$ cat src/rtl/led_behav_pkg.sv
package led_behav_pkg;

    typedef enum logic [1:0] {
        SPD_DOWN = 2'd0,
        SPD_10   = 2'd1,
        SPD_100  = 2'd2,
        SPD_1000 = 2'd3
    } speed_e;

    typedef struct packed {
        speed_e speed;
        logic   pdown;
        logic   eee;
        logic   aneg;
        logic   selftest;
        logic   cdiag;
        logic   testmode;
    } phy_state_t;

    typedef struct packed {
        logic [1:0] fast_rate;
        logic [1:0] slow_rate;
        logic [2:0] inv_scan;
        logic [2:0] scan_sel;
        logic [2:0] cblink_sel;
    } glb_cfg_t;

    typedef struct packed {
        logic [3:0] on_sel;
        logic [3:0] fast_sel;
        logic [3:0] slow_sel;
        logic [2:0] evt_mask;
    } led_cfg_t;

    localparam int EVT_TX  = 0;
    localparam int EVT_RX  = 1;
    localparam int EVT_COL = 2;

    // 4-bit per-LED condition decode
    function automatic logic cond_match(input logic [3:0] code, input phy_state_t s);
        logic hit;
        hit = 1'b0;
        if (code != 4'd0 && code <= 4'd7) begin
            hit = (code[0] && s.speed == SPD_10)  ||
                  (code[1] && s.speed == SPD_100) ||
                  (code[2] && s.speed == SPD_1000);
        end else begin
            case (code)
                4'h8:    hit = s.pdown;
                4'h9:    hit = s.eee;
                4'hA:    hit = s.aneg;
                4'hB:    hit = s.selftest;
                4'hC:    hit = s.cdiag;
                default: hit = 1'b0;
            endcase
        end
        return hit;
    endfunction

    // 3-bit global condition decode
    function automatic logic gcond_match(input logic [2:0] code, input phy_state_t s);
        case (code)
            3'd1:    return s.speed != SPD_DOWN;
            3'd2:    return s.pdown;
            3'd3:    return s.eee;
            3'd4:    return s.aneg;
            3'd5:    return s.selftest;
            3'd6:    return s.cdiag;
            3'd7:    return s.testmode;
            default: return 1'b0;
        endcase
    endfunction

    function automatic logic [7:0] led_rst_hi(input int idx);
        case (idx)
            0:       return 8'h70;
            1:       return 8'h20;
            2:       return 8'h40;
            3:       return 8'h40;
            default: return 8'h00;
        endcase
    endfunction

    function automatic logic [7:0] led_rst_lo(input int idx);
        case (idx)
            0:       return 8'h03;
            3:       return 8'h20;
            default: return 8'h00;
        endcase
    endfunction

    function automatic led_cfg_t led_unpack(input logic [7:0] hi, input logic [7:0] lo);
        led_cfg_t c;
        c.on_sel   = hi[7:4];
        c.fast_sel = hi[3:0];
        c.slow_sel = lo[7:4];
        c.evt_mask = lo[2:0];
        return c;
    endfunction

    function automatic logic [15:0] glb_hi_word(input glb_cfg_t g);
        return {8'h00, g.fast_rate, g.slow_rate, 1'b0, g.inv_scan};
    endfunction

    function automatic logic [15:0] glb_lo_word(input glb_cfg_t g);
        return {8'h00, 1'b0, g.scan_sel, 1'b0, g.cblink_sel};
    endfunction

    function automatic logic [15:0] led_hi_word(input led_cfg_t c);
        return {8'h00, c.on_sel, c.fast_sel};
    endfunction

    function automatic logic [15:0] led_lo_word(input led_cfg_t c);
        return {8'h00, c.slow_sel, 1'b0, c.evt_mask};
    endfunction

endpackage

$ cat src/rtl/led_cfg_regs.sv
module led_cfg_regs
    import led_behav_pkg::*;
#(
    parameter int                NUM_LEDS  = 4,
    parameter int                ADDR_W    = 9,
    parameter logic [ADDR_W-1:0] BASE_ADDR = 9'h1E0
) (
    input  logic                     clk,
    input  logic                     rst,
    input  logic [ADDR_W-1:0]        addr,
    input  logic [15:0]              wdata,
    input  logic                     we,
    output logic [15:0]              rdata,
    output glb_cfg_t                 glb,
    output led_cfg_t [NUM_LEDS-1:0]  leds
);
    localparam int NUM_REGS = 2 + 2 * NUM_LEDS;

    logic [ADDR_W-1:0] idx;
    logic [7:0]        wbyte;
    logic [7:0]        wdata_hi_unused;

    assign idx             = addr - BASE_ADDR;
    assign wbyte           = wdata[7:0];
    assign wdata_hi_unused = wdata[15:8];

    always_ff @(posedge clk) begin
        if (rst) begin
            glb.fast_rate  <= 2'd3;
            glb.slow_rate  <= 2'd0;
            glb.inv_scan   <= 3'd5;
            glb.scan_sel   <= 3'd6;
            glb.cblink_sel <= 3'd7;
            for (int i = 0; i < NUM_LEDS; i++) begin
                leds[i] <= led_unpack(led_rst_hi(i), led_rst_lo(i));
            end
        end else if (we) begin
            if (idx == ADDR_W'(0)) begin
                glb.fast_rate <= wbyte[7:6];
                glb.slow_rate <= wbyte[5:4];
                glb.inv_scan  <= wbyte[2:0];
            end
            if (idx == ADDR_W'(1)) begin
                glb.scan_sel   <= wbyte[6:4];
                glb.cblink_sel <= wbyte[2:0];
            end
            for (int i = 0; i < NUM_LEDS; i++) begin
                if (idx == ADDR_W'(2 + 2 * i)) begin
                    leds[i].on_sel   <= wbyte[7:4];
                    leds[i].fast_sel <= wbyte[3:0];
                end
                if (idx == ADDR_W'(3 + 2 * i)) begin
                    leds[i].slow_sel <= wbyte[7:4];
                    leds[i].evt_mask <= wbyte[2:0];
                end
            end
        end
    end

    always_comb begin
        rdata = 16'h0000;
        if (idx == ADDR_W'(0)) rdata = glb_hi_word(glb);
        if (idx == ADDR_W'(1)) rdata = glb_lo_word(glb);
        for (int i = 0; i < NUM_LEDS; i++) begin
            if (idx == ADDR_W'(2 + 2 * i)) rdata = led_hi_word(leds[i]);
            if (idx == ADDR_W'(3 + 2 * i)) rdata = led_lo_word(leds[i]);
        end
        if (idx >= ADDR_W'(NUM_REGS)) rdata = 16'h0000;
    end

endmodule

$ cat src/rtl/led_blink_gen.sv
module led_blink_gen #(
    parameter int CLK_HZ = 125_000_000
) (
    input  logic       clk,
    input  logic       rst,
    input  logic [1:0] rate,
    output logic       phase
);
    // half period of the slowest (2 Hz) wave, in cycles
    localparam int HALF_MAX = CLK_HZ / 4;
    localparam int CNT_W    = $clog2(HALF_MAX + 1);

    logic [CNT_W-1:0] cnt;
    logic [CNT_W-1:0] half;
    logic [1:0]       rate_q;

    assign half = CNT_W'(HALF_MAX >> rate);

    always_ff @(posedge clk) begin
        if (rst) begin
            cnt    <= '0;
            phase  <= 1'b0;
            rate_q <= rate;
        end else if (rate != rate_q) begin
            cnt    <= '0;
            phase  <= 1'b0;
            rate_q <= rate;
        end else if (cnt == half - CNT_W'(1)) begin
            cnt   <= '0;
            phase <= ~phase;
        end else begin
            cnt <= cnt + CNT_W'(1);
        end
    end

endmodule

$ cat src/rtl/led_lane.sv
module led_lane
    import led_behav_pkg::*;
#(
    parameter int STRETCH_CYC = 4
) (
    input  logic       clk,
    input  logic       rst,
    input  led_cfg_t   cfg,
    input  phy_state_t st,
    input  logic       fast_ph,
    input  logic       slow_ph,
    input  logic       cb_hit,
    input  logic       tx_act,
    input  logic       rx_act,
    input  logic       col_evt,
    output logic       led,
    output logic       stretching
);
    localparam int SW = $clog2(STRETCH_CYC + 1);

    logic [SW-1:0] scnt;
    logic          evt;
    logic          base;

    assign evt = (tx_act  && cfg.evt_mask[EVT_TX]) ||
                 (rx_act  && cfg.evt_mask[EVT_RX]) ||
                 (col_evt && cfg.evt_mask[EVT_COL]);

    always_ff @(posedge clk) begin
        if (rst)               scnt <= '0;
        else if (evt)          scnt <= SW'(STRETCH_CYC);
        else if (scnt != '0)   scnt <= scnt - SW'(1);
    end

    assign stretching = (scnt != '0);

    always_comb begin
        if (cond_match(cfg.fast_sel, st))      base = fast_ph;
        else if (cond_match(cfg.slow_sel, st)) base = slow_ph;
        else if (cond_match(cfg.on_sel, st))   base = 1'b1;
        else                                   base = 1'b0;
    end

    assign led = cb_hit ? slow_ph : (base ^ stretching);

endmodule

$ cat src/rtl/led_behav_ctrl.sv
module led_behav_ctrl
    import led_behav_pkg::*;
#(
    parameter int                CLK_HZ      = 125_000_000,
    parameter int                NUM_LEDS    = 4,
    parameter int                STRETCH_CYC = 5_000_000,
    parameter int                ADDR_W      = 9,
    parameter logic [ADDR_W-1:0] BASE_ADDR   = 9'h1E0
) (
    input  logic                clk,
    input  logic                rst,
    input  logic [ADDR_W-1:0]   reg_addr,
    input  logic [15:0]         reg_wdata,
    input  logic                reg_we,
    output logic [15:0]         reg_rdata,
    input  logic [1:0]          link_speed,
    input  logic                pwr_down,
    input  logic                eee_mode,
    input  logic                aneg_busy,
    input  logic                selftest_busy,
    input  logic                cdiag_busy,
    input  logic                test_mode,
    input  logic                tx_act,
    input  logic                rx_act,
    input  logic                col_evt,
    output logic [NUM_LEDS-1:0] led
);
    glb_cfg_t                glb;
    led_cfg_t [NUM_LEDS-1:0] leds;
    phy_state_t              st;
    logic                    fast_ph;
    logic                    slow_ph;
    logic                    cb_hit;
    logic [NUM_LEDS-1:0]     stretch_on;

    assign st.speed    = speed_e'(link_speed);
    assign st.pdown    = pwr_down;
    assign st.eee      = eee_mode;
    assign st.aneg     = aneg_busy;
    assign st.selftest = selftest_busy;
    assign st.cdiag    = cdiag_busy;
    assign st.testmode = test_mode;

    assign cb_hit = gcond_match(glb.cblink_sel, st);

    led_cfg_regs #(
        .NUM_LEDS (NUM_LEDS),
        .ADDR_W   (ADDR_W),
        .BASE_ADDR(BASE_ADDR)
    ) u_regs (
        .clk  (clk),
        .rst  (rst),
        .addr (reg_addr),
        .wdata(reg_wdata),
        .we   (reg_we),
        .rdata(reg_rdata),
        .glb  (glb),
        .leds (leds)
    );

    led_blink_gen #(.CLK_HZ(CLK_HZ)) u_fast (
        .clk(clk), .rst(rst), .rate(glb.fast_rate), .phase(fast_ph)
    );

    led_blink_gen #(.CLK_HZ(CLK_HZ)) u_slow (
        .clk(clk), .rst(rst), .rate(glb.slow_rate), .phase(slow_ph)
    );

    for (genvar g = 0; g < NUM_LEDS; g++) begin : g_lane
        led_lane #(.STRETCH_CYC(STRETCH_CYC)) u_lane (
            .clk       (clk),
            .rst       (rst),
            .cfg       (leds[g]),
            .st        (st),
            .fast_ph   (fast_ph),
            .slow_ph   (slow_ph),
            .cb_hit    (cb_hit),
            .tx_act    (tx_act),
            .rx_act    (rx_act),
            .col_evt   (col_evt),
            .led       (led[g]),
            .stretching(stretch_on[g])
        );
    end

endmodule

$ cat config.mk
export PLATFORM = sky130hd
export DESIGN_NAME = led_behav_ctrl
export DESIGN_NICKNAME = d
export VERILOG_FILES = /design/src/rtl/led_behav_pkg.sv /design/src/rtl/led_cfg_regs.sv /design/src/rtl/led_blink_gen.sv /design/src/rtl/led_lane.sv /design/src/rtl/led_behav_ctrl.sv
export SDC_FILE = /design/constraint.sdc
export NUM_CORES = 1
export LEC_CHECK = 0
export ABC_CLOCK_PERIOD_IN_PS = 3800
export BUFFER_PORTS_ARGS = -buffer_cell sky130_fd_sc_hd__buf_4
export CELL_PAD_IN_SITES_DETAIL_PLACEMENT = 1
export CELL_PAD_IN_SITES_GLOBAL_PLACEMENT = 2
export CORE_MARGIN = 2
export CORE_UTILIZATION = 43
export CTS_BUF_LIST = sky130_fd_sc_hd__clkbuf_16
export DETAILED_ROUTE_END_ITERATION = 10
export PLACE_DENSITY = 0.88
export SLEW_MARGIN = 15
export SYNTH_ARGS = -nofsm -noshare
export SYNTH_HDL_FRONTEND = slang
export SYNTH_HIERARCHICAL = 1
export SYNTH_SLANG_ARGS = --single-unit
$ cat constraint.sdc
create_clock -name clk -period 3.8 [get_ports clk]
set_input_delay 0.57 -clock clk [delete_from_list [all_inputs] [get_ports clk]]
set_output_delay 0.57 -clock clk [all_outputs]
set_load 0.02 [all_outputs]
==> results_dict.tcl, run 1 <==
set metrics [dict create \
    synthTopCellsByCount "dfxtp_1 (217), nor2_1 (168), xnor2_1 (77), nand2_1 (74), mux2i_1 (69)" \
    drive_gt1_share_pct 14.7 \
    route.met2.wl_um 17800 \
    grt_max_degree 38 \
    antennaDiodeCount 0 \
    worst_skew_pair.late_latency_ns 0.54 \
    criticalPathCategory "flop to output port" \
    clk_path_buf_depth 3 \
    layout.nets 1554 \
    area_growth_pct 11.5 \
    rrSetupSlack_ns 0.82 \
    slew_viol_final 0 \
    hp-class "primary input to flop" \
    synth_top_area_share_pct 33.0 \
    rows 64 \
    syn_area_mm2 0.0131 \
    tns_ns 0 \
    period_share_pct 94.4 \
    rsz0062_at_grt "false" \
    grt_antenna_before_repair 0 \
    synth-edff-count 4 \
    max_slew_margin_pct 49.8 \
    num_vias 11225 \
    drt-initial-drc-count 540 \
    max_freq_mhz 279 \
    ioPinCount 59 \
    wl_met1_um 16800 \
    ctsResizeCount 0 \
    cts.sink_count 221 \
    grt_pass1_vias 11440 \
    critPathMaxFanout 15 \
    worst_ep_arrival_time_ns 3.02 \
    hold_violations 0 \
    worstHoldPathCells 3 \
    cts_max_level 1 \
    drt_wl_total_um 37300 \
    holdPathEnd "u_regs/leds[40]$_SDFFE_PP0P_" \
    synth_area_leaders "dfxtp_1 (33%), mux2i_1 (5.3%), xnor2_1 (5.1%), nor2_1 (4.8%), xor2_1 (3.5%)" \
    power_density_mw_per_mm2 545 \
    netlist_instances 1459 \
    synth_seq_area_share_pct 34.0 \
    cts_setup_buffers 0 \
    cts_buffers 26 \
    cts_hold_buffers 0 \
    grt_usage_pct 23.7 \
    tritoncts "yes" \
    dr_wl_met3_um 1580 \
    dpl.hpwl_um 26300 \
    dr.max_layer_used "met4" \
    vias_per_cell 5.90 \
    synth.most_common_cell "dfxtp_1" \
    ys_async_sr_fraction_pct 0 \
    cp.required_ns 3.23 \
    clkSlewWorstSetupHoldPaths_ns 0.06 \
    worstHoldStart "reg_wdata[3]" \
    finalSetupViolations 0 \
    hold_ws_ns 0.344 \
    drt_first_pass_iters 6 \
    antenna_left 0 \
    status "complete, no violations" \
    start_util_pct 43.3 \
    worst_r2r_endpoint "u_fast/cnt[14]$_SDFF_PP0_" \
    peakVddDrop_mv 0.432 \
    tightest_slew_ns 0.747 \
    core_area_mm2 0.0303 \
    dieArea_mm2 0.0320 \
    r2r_cells 8 \
    p_leak_uw 0.00538 \
    avgSynthCellArea_um2 9.01 \
    start_kind "flop" \
    synth_flop_cell "dfxtp_1" \
    grt_first_pass_wirelength_um 61100 \
    die_h_um 179 \
    reg2reg_from "u_regs/glb[12]$_SDFFE_PP1P_" \
    crit_path_end_kind "output port" \
    grt_overflow 0 \
    ys_types 86 \
    fill_cells 3518 \
    clock_skew_ns 0.00873 \
    fp.dieW_um 179 \
    netlist.top_cell.by_area "dfxtp_1" \
    io_buffers 42 \
    globalplace.congestion 0.888 \
    ys_ff_latch 221 \
    drc 0 \
    min_period_ns 3.59 \
    cap_violations 0 \
    wire_per_inst_um 19.6 \
    root_buffer "clkbuf_16" \
    ys_warn_count 6 \
]
[worst max-delay path by stage]
stage / from / endpoint / cells after the start
final: g_lane[0].u_lane/scnt[15]$_SDFFE_PP0N_ / led[0] / 7
after global routing: g_lane[0].u_lane/scnt[15]$_SDFFE_PP0N_ / led[0] / 7
after CTS: g_lane[0].u_lane/scnt[19]$_SDFFE_PP0P_ / led[0] / 7
after detailed placement: link_speed[0] / led[1] / 8
after global placement: selftest_busy / led[2] / 8
after floorplan: reg_addr[5] / reg_rdata[5] / 7
[metrics by stage]
step | total power [uW] | area [um2] | worst slack [ns] | utilization (%) | std cells
2_1_floorplan | 4950 | 13200 | 0.930 | - | 1466
3_3_place_gp | 5380 | 13800 | 0.571 | 45.4 | 1856
3_5_place_dp | 5480 | 13800 | 0.569 | 45.4 | 1856
4_1_cts | 8080 | 14700 | 0.201 | 48.3 | 1904
5_1_grt | 8530 | 14700 | 0.0146 | 48.3 | 1904
6_report | 7990 | 14700 | 0.212 | 48.3 | 1904
[critical path, stage by stage (launching register included)]
cell	delay [ns]
dfxtp_1	0.36
nor4_2	0.42
nand4_1	0.28
or4_4	0.60
and4_4	0.23
a211oi_1	0.17
o221a_2	0.27
buf_4	0.15
[cells by family (layout without fill, tap and decap cells)]
family	count (synthesis)	count (layout)	synth area share [%]
other cells	1	8	0.0285
xor+xnor	133	133	9.09
fa+ha+maj	27	27	2.57
compound gates	211	211	11.5
mux	97	97	9.11
flops	221	221	34.0
simple gates	655	655	29.7
buf+inv	114	156	4.07
[layout make-up]
type | instances | area, um2 | area share [%]
clock buffers | 26 | 651 | 4.44
clock inverters | 22 | 224 | 1.53
inverters | 44 | 165 | 1.13
multi-input cells | 1131 | 8170 | 55.8
flip-flops and latches | 221 | 4460 | 30.5
well taps | 396 | 495 | 3.38
repair buffers | 64 | 480 | 3.28
[placed cells by master, fill, tap and decap left out, drive strengths merged, types with 11 or more instances in the layout]
cell,Yosys,routed
a21oi,67,67
or3,17,17
and3,13,13
nand3,70,70
nor2b,18,18
mux2,11,11
dfxtp,217,217
nor3,81,81
nand2,74,74
xnor2,80,80
nand4,26,26
xor2,53,53
nand2b,42,42
nor2,169,169
mux4,17,17
or4,17,17
clkinv,0,12
o21ai,29,29
a211oi,12,12
inv,44,48
buf,32,64
nand3b,21,21
ha,27,27
mux2i,69,69
clkbuf,38,26
nor4,44,44
[where the power goes]
group | switching [uW] | internal, uW | total, uW
sequential | 356 | 2650 | 3000
combinational | 1380 | 1060 | 2430
clock | 1030 | 1520 | 2550
total | 2770 | 5220 | 7990
[layer usage]
metal | vias up | GRT usage, %
met2 | 222 | 40.2
met3 | 60 | 3.14
met5 | - | 0
li1 | 5370 | -
met4 | 0 | 7.52
met1 | 5573 | 31.2
[state kept, by name, summed over array words and instances (netlist names)]
| name | flops |
|---|---|
| u_slow/rate_q | 2 |
| u_fast/phase | 1 |
| u_regs/glb | 13 |
| u_regs/leds | 60 |
| u_fast/rate_q | 2 |
| g_lane.u_lane/scnt | 92 |
| u_fast/cnt | 25 |
| u_slow/cnt | 25 |
| u_slow/phase | 1 |
(Power assumes the default switching activity.)
==> run 2: changes to the inputs <==
--- a/config.mk
+++ b/config.mk
@@ -13,7 +13,7 @@
 export CORE_UTILIZATION = 43
 export CTS_BUF_LIST = sky130_fd_sc_hd__clkbuf_16
 export DETAILED_ROUTE_END_ITERATION = 10
-export PLACE_DENSITY = 0.88
+export PLACE_DENSITY_LB_ADDON = 0.1
 export SLEW_MARGIN = 15
 export SYNTH_ARGS = -nofsm -noshare
 export SYNTH_HDL_FRONTEND = slang
==> run 2 against run 1 <==
Effect of this change: register-to-register slack improved by 0.06 ns; first-iteration DRC count rose by 33%; design area shrank 0.52%; non-clock buffer count down 1; routed wire length up 2.2%; sequential share of layout area rose by 0.16 points; worst hold slack improved by 0.012 ns; highest routed layer unchanged.
==> results_dict.tcl, run 2 (synthesized netlist as in run 1, its figures left out) <==
set metrics [dict create \
    cap_violations 0 \
    vias_per_cell 5.89 \
    worst_skew_pair.late_latency_ns 0.55 \
    num_vias 11207 \
    io_buffers 42 \
    max_freq_mhz 276 \
    dieArea_mm2 0.0320 \
    ctsResizeCount 0 \
    cpPeakStageDelay_ns 0.61 \
    start_util_pct 43.3 \
    criticalPathCategory "flop to output port" \
    tns_ns 0 \
    peakVddDrop_mv 0.371 \
    dpl.hpwl_um 26900 \
    hold_violations 0 \
    die_h_um 179 \
    clk_path_buf_depth 3 \
    hold_ws_ns 0.356 \
    reg2reg_from "u_regs/glb[9]$_SDFFE_PP0P_" \
    grt_antenna_before_repair 0 \
    cpLargestDelayFamily "simple AND/OR/NAND/NOR gates" \
    grt_overflow 0 \
    fill_cells 3512 \
    mostFrequentLayoutCells "dfxtp_1 (217), nor2_1 (168), xnor2_1 (77), nand2_1 (74), mux2i_1 (69)" \
    cp.required_ns 3.23 \
    core_area_mm2 0.0303 \
    drt_wl_total_um 38100 \
    stdcell_area_mm2 0.0146 \
    status "complete, no violations" \
    min_period_ns 3.63 \
    largest_reg_flops 92 \
    cts_max_level 1 \
    final_common_cell "dfxtp_1" \
    critPathLaunch "g_lane[1].u_lane/scnt[15]$_SDFFE_PP0N_" \
    grt_max_degree 50 \
    p_leak_uw 0.00535 \
    hp-class "primary input to flop" \
    rows 64 \
    cts_hold_buffers 0 \
    grt_first_pass_wirelength_um 61100 \
    wire_per_inst_um 20.0 \
    multi_input_area_mm2 0.00818 \
    clock_skew_ns 0.0194 \
    drc 0 \
    crit_buf_inv 1 \
    ff_latch_area_mm2 0.00446 \
    max_slew_margin_pct 48.9 \
    start_kind "flop" \
    slew_viol_final 0 \
    worst_ep_arrival_time_ns 3.06 \
    rsz0062_at_grt "false" \
    grt_usage_pct 23.9 \
    ioPinCount 59 \
    registers.top_by_ff_count "g_lane.u_lane/scnt" \
    worstHoldStart "reg_wdata[3]" \
    layout.nets 1554 \
    crit_path_end_kind "output port" \
    cp_slowest_cell "or4_4" \
    rrSetupSlack_ns 0.88 \
    clkSlewWorstSetupHoldPaths_ns 0.06 \
    reg_top3 "g_lane.u_lane/scnt: 92 flops, u_regs/leds: 60 flops" \
    drive_gt1_share_pct 14.3 \
    fp.dieW_um 179 \
    globalplace.congestion 0.841 \
    root_buffer "clkbuf_16" \
    finalSetupViolations 0 \
    grt_pass1_vias 11116 \
    critPathMaxFanout 15 \
    power_uw 7820 \
    period_share_pct 95.5 \
    dp_cells 1855 \
    cts.sink_count 221 \
    power_density_mw_per_mm2 536 \
    area_growth_pct 10.9 \
    tritoncts "yes" \
    cts_setup_buffers 0 \
    antennaDiodeCount 0 \
    drt-initial-drc-count 717 \
    final_cells 1904 \
    tightest_slew_ns 0.759 \
    cts_buffers 27 \
    path_cells "nor4_2 -> nand4_1 -> or4_4 -> and4_4 -> a211oi_1 -> o221a_2 -> buf_4" \
    drt_first_pass_iters 5 \
    antenna_left 0 \
    dpl-instance-area_mm2 0.0138 \
]
[run 2: changes by cell type in the layout (fill, tap and decap cells not counted), sizes merged]
cell,previous run,this run
clkinv,12,11
clkinvlp,2,1
buf,64,63
clkbuf,26,27
inv,48,53
bufinv,4,1
[run 2: power breakdown]
part	total [uW]	switching (uW)	internal [uW]
Clock	2390	1040	1350
Combinational	2430	1380	1050
Sequential	3000	353	2650
Total	7820	2770	5050
[run 2: worst register-to-register path: stages, from the launching register on]
cell       delay [ns]
dfxtp_1          0.48
inv_1            0.22
ha_1             0.23
or3b_1           0.38
a2111oi_0        0.49
nand4_1          0.19
a2111oi_2        0.44
mux2_1           0.37
[run 2: final timing paths]
path,cells past startpoint,to
worst max-delay path,7,led[1]
worst min-delay path,3,u_regs/leds[25]$_SDFFE_PP0P_
worst max register to register,7,u_slow/phase$_SDFFE_PP0N_
worst min register to register,2,g_lane[1].u_lane/scnt[13]$_SDFFE_PP0N_
[run 2: area by class of cell]
cell class / instances / area share (%)
flip-flops and latches: 221 / 30.6
multi-input cells: 1131 / 56.1
clock buffers: 27 / 4.64
clock inverters: 22 / 0.867
inverters: 44 / 1.13
repair buffers: 63 / 3.24
well taps: 396 / 3.40
[run 2: through the flow]
step	utilization (%)	worst slack, ns
finish	48.0	0.173
global route	48.0	0.00899
CTS	48.0	0.185
detailed placement	45.4	0.451
global placement	45.4	0.492
floorplan	-	0.930
[run 2: routing by layer]
metal  part of all wire (%)  wire length (um)  global-route usage (%)  vias up
met5                      0                 0                       0        -
met4                    3.0              1160                    7.69        0
met3                    3.7              1420                    2.65       68
met2                     46             17600                    39.5      203
met1                     47             17900                    32.6     5557
li1                       -                 -                       -     5379
==> run 3: changes to the inputs <==
--- a/config.mk
+++ b/config.mk
@@ -10,12 +10,11 @@
 export CELL_PAD_IN_SITES_DETAIL_PLACEMENT = 1
 export CELL_PAD_IN_SITES_GLOBAL_PLACEMENT = 2
 export CORE_MARGIN = 2
-export CORE_UTILIZATION = 43
+export CORE_UTILIZATION = 41
 export CTS_BUF_LIST = sky130_fd_sc_hd__clkbuf_16
 export DETAILED_ROUTE_END_ITERATION = 10
 export PLACE_DENSITY_LB_ADDON = 0.1
 export SLEW_MARGIN = 15
 export SYNTH_ARGS = -nofsm -noshare
 export SYNTH_HDL_FRONTEND = slang
-export SYNTH_HIERARCHICAL = 1
 export SYNTH_SLANG_ARGS = --single-unit
==> run 3 against run 2 <==
Effect of this change: sequential share of layout area grew 1.6 points; routed wire length down 1.7%; final cell count up 0.95%; highest routed layer unchanged.
==> results_dict.tcl, run 3 <==
set metrics [dict create \
    status "complete, no violations" \
    registers.top_by_ff_count "g_lane.u_lane.scnt" \
    drive_gt1_share_pct 9.66 \
    core_area_mm2 0.0297 \
    layout.nets 1578 \
    antenna_left 0 \
    max_slew_margin_pct 29.2 \
    slew_viol_final 0 \
    avgSynthCellArea_um2 8.30 \
    grt_max_degree 80 \
    tightest_slew_ns 1.04 \
    grt_pass1_vias 11067 \
    grt_antenna_before_repair 0 \
    hp-class "primary input to flop" \
    vias_per_cell 5.84 \
    synthTopCellsByCount "dfxtp_1 (217), nor2_1 (159), nand2_1 (128), a21oi_1 (103), xnor2_1 (82)" \
    peakVddDrop_mv 0.378 \
    dieArea_mm2 0.0317 \
    cts_buffers 27 \
    cts_max_level 1 \
    p_leak_uw 0.00493 \
    drt_first_pass_iters 5 \
    cp.required_ns 3.23 \
    rsz0062_at_grt "false" \
    num_vias 11234 \
    rows 63 \
    synth_flop_cell "dfxtp_1" \
    worst_ep_arrival_time_ns 3.03 \
    cap_violations 0 \
    dpl.hpwl_um 26600 \
    final_common_cell "dfxtp_1" \
    fp.dieW_um 178 \
    synth_top_area_share_pct 35.0 \
    reg_top3 "g_lane.u_lane.scnt: 92 flops, u_regs.leds: 60 flops" \
    grt_overflow 0 \
    tritoncts "yes" \
    die_h_um 178 \
    clockPowerShare_pct 32.0 \
    min_period_ns 3.60 \
    largest_reg_flops 92 \
    synth_area_leaders "dfxtp_1 (35%), xnor2_1 (5.8%), nor2_1 (4.8%), a21oi_1 (4.2%), nand2_1 (3.9%)" \
    grt_first_pass_wirelength_um 60500 \
    netlist_instances 1496 \
    wire_per_inst_um 19.5 \
    seq_power_share_pct 38.3 \
    drt_wl_total_um 37400 \
    criticalPathCategory "primary input to output port" \
    drc 0 \
    power_frac_comb_pct 29.7 \
    start_util_pct 41.8 \
    grt_usage_pct 23.7 \
    clock_skew_ns 0.0175 \
    antennaDiodeCount 0 \
    ioPinCount 59 \
    hold_ws_ns 0.278 \
    netlist.top_cell.by_area "dfxtp_1" \
    drt-initial-drc-count 657 \
    mostFrequentLayoutCells "dfxtp_1 (217), nor2_1 (159), nand2_1 (128), a21oi_1 (103), xnor2_1 (82)" \
    clkSlewWorstSetupHoldPaths_ns 0.05 \
    ys_ff_latch 221 \
    ys_warn_count 0 \
    ys_async_sr_fraction_pct 0 \
    synth_seq_area_share_pct 36.0 \
    synth.most_common_cell "dfxtp_1" \
    root_buffer "clkbuf_16" \
    clk_path_buf_depth 3 \
    synth-edff-count 4 \
    tns_ns 0 \
    worst_skew_pair.late_latency_ns 0.55 \
    syn_area_mm2 0.0124 \
    ys_types 85 \
    start_kind "primary input" \
    cts_hold_buffers 0 \
    area_growth_pct 11.7 \
    period_share_pct 94.6 \
    hold_violations 0 \
    io_buffers 42 \
    max_freq_mhz 278 \
    power_density_mw_per_mm2 545 \
    p_switching_uw 2610 \
    cts.sink_count 221 \
    swShare_pct 34.5 \
    finalSetupViolations 0 \
    ctsResizeCount 0 \
    cts_setup_buffers 0 \
    globalplace.congestion 0.889 \
    crit_path_end_kind "output port" \
    critPathMaxFanout 7 \
    power.internal_uw 4950 \
]
-- run 3: layer usage --
metal / global-route usage, % / wire (um)
met1: 35.2 / 18600
met5: 0 / 0
met4: 4.34 / 615
met3: 2.64 / 1870
met2: 37.3 / 16400
-- run 3: metrics by stage --
step | util [%] | cell area (um2) | setup slack [ns] | cells | power [uW]
after floorplan | - | 12400 | 0.574 | 1503 | 4680
after global placement | 43.9 | 13100 | 0.248 | 1875 | 5130
after detailed placement | 43.9 | 13100 | 0.185 | 1875 | 5190
after CTS | 46.6 | 13900 | 0.179 | 1922 | 7650
after global routing | 46.6 | 13900 | 0.0404 | 1922 | 8070
final | 46.6 | 13900 | 0.204 | 1922 | 7550
-- run 3: worst paths after layout --
| check | cells after the start | from | end | slack (ns) |
|---|---|---|---|---|
| setup / recovery | 11 | reg_addr[5] | reg_rdata[5] | 0.20 |
| hold / removal | 2 | rst | g_lane[2].u_lane.scnt[9]$_SDFFE_PP0P_ | 0.28 |
| setup reg to reg | 8 | u_regs.glb[10]$_SDFFE_PP0P_ | u_slow.phase$_SDFFE_PP0N_ | 0.56 |
| hold reg to reg | 2 | g_lane[3].u_lane.scnt[3]$_SDFFE_PP0N_ | g_lane[3].u_lane.scnt[3]$_SDFFE_PP0N_ | 0.47 |
-- run 3: cell families (layout without fill, tap and decap cells) --
group	count (synthesis)	count (layout)	share of synthesized area [%]
DFF	221	221	36.0
other	1	8	0.0302
adders and majority gates	25	25	2.52
xor gates and xnor gates	135	135	9.53
and+or+nand+nor	640	640	26.4
AOI/OAI and AO/OA	299	299	16.1
buffers and inverters	128	157	4.54
muxes	47	47	4.95
-- run 3: cell type report --
type	instances	area (um2)
fill	3532	15900
multi-input combinational	1154	7410
sequential	221	4460
clock buffer	28	701
timing repair buffer	73	548
tap	390	488
inverter	37	139
clock inverter	19	110
-- run 3: power by group through the flow --
stage | combinational (uW) | sequential (uW) | clock (uW)
after floorplan | 1810 | 2870 | 0
after global placement | 2200 | 2930 | 0
after detailed placement | 2250 | 2940 | 0
after CTS | 2270 | 2900 | 2490
after global routing | 2560 | 2940 | 2570
final | 2240 | 2890 | 2410
-- run 3: critical path: stages --
cell	delay [ns]
buf_4	0.13
ha_1	0.22
xor2_1	0.26
or2_0	0.48
nor3_2	0.14
buf_4	0.21
nand3_1	0.10
nor2_1	0.05
nor4_1	0.53
buf_4	0.20
buf_4	0.13
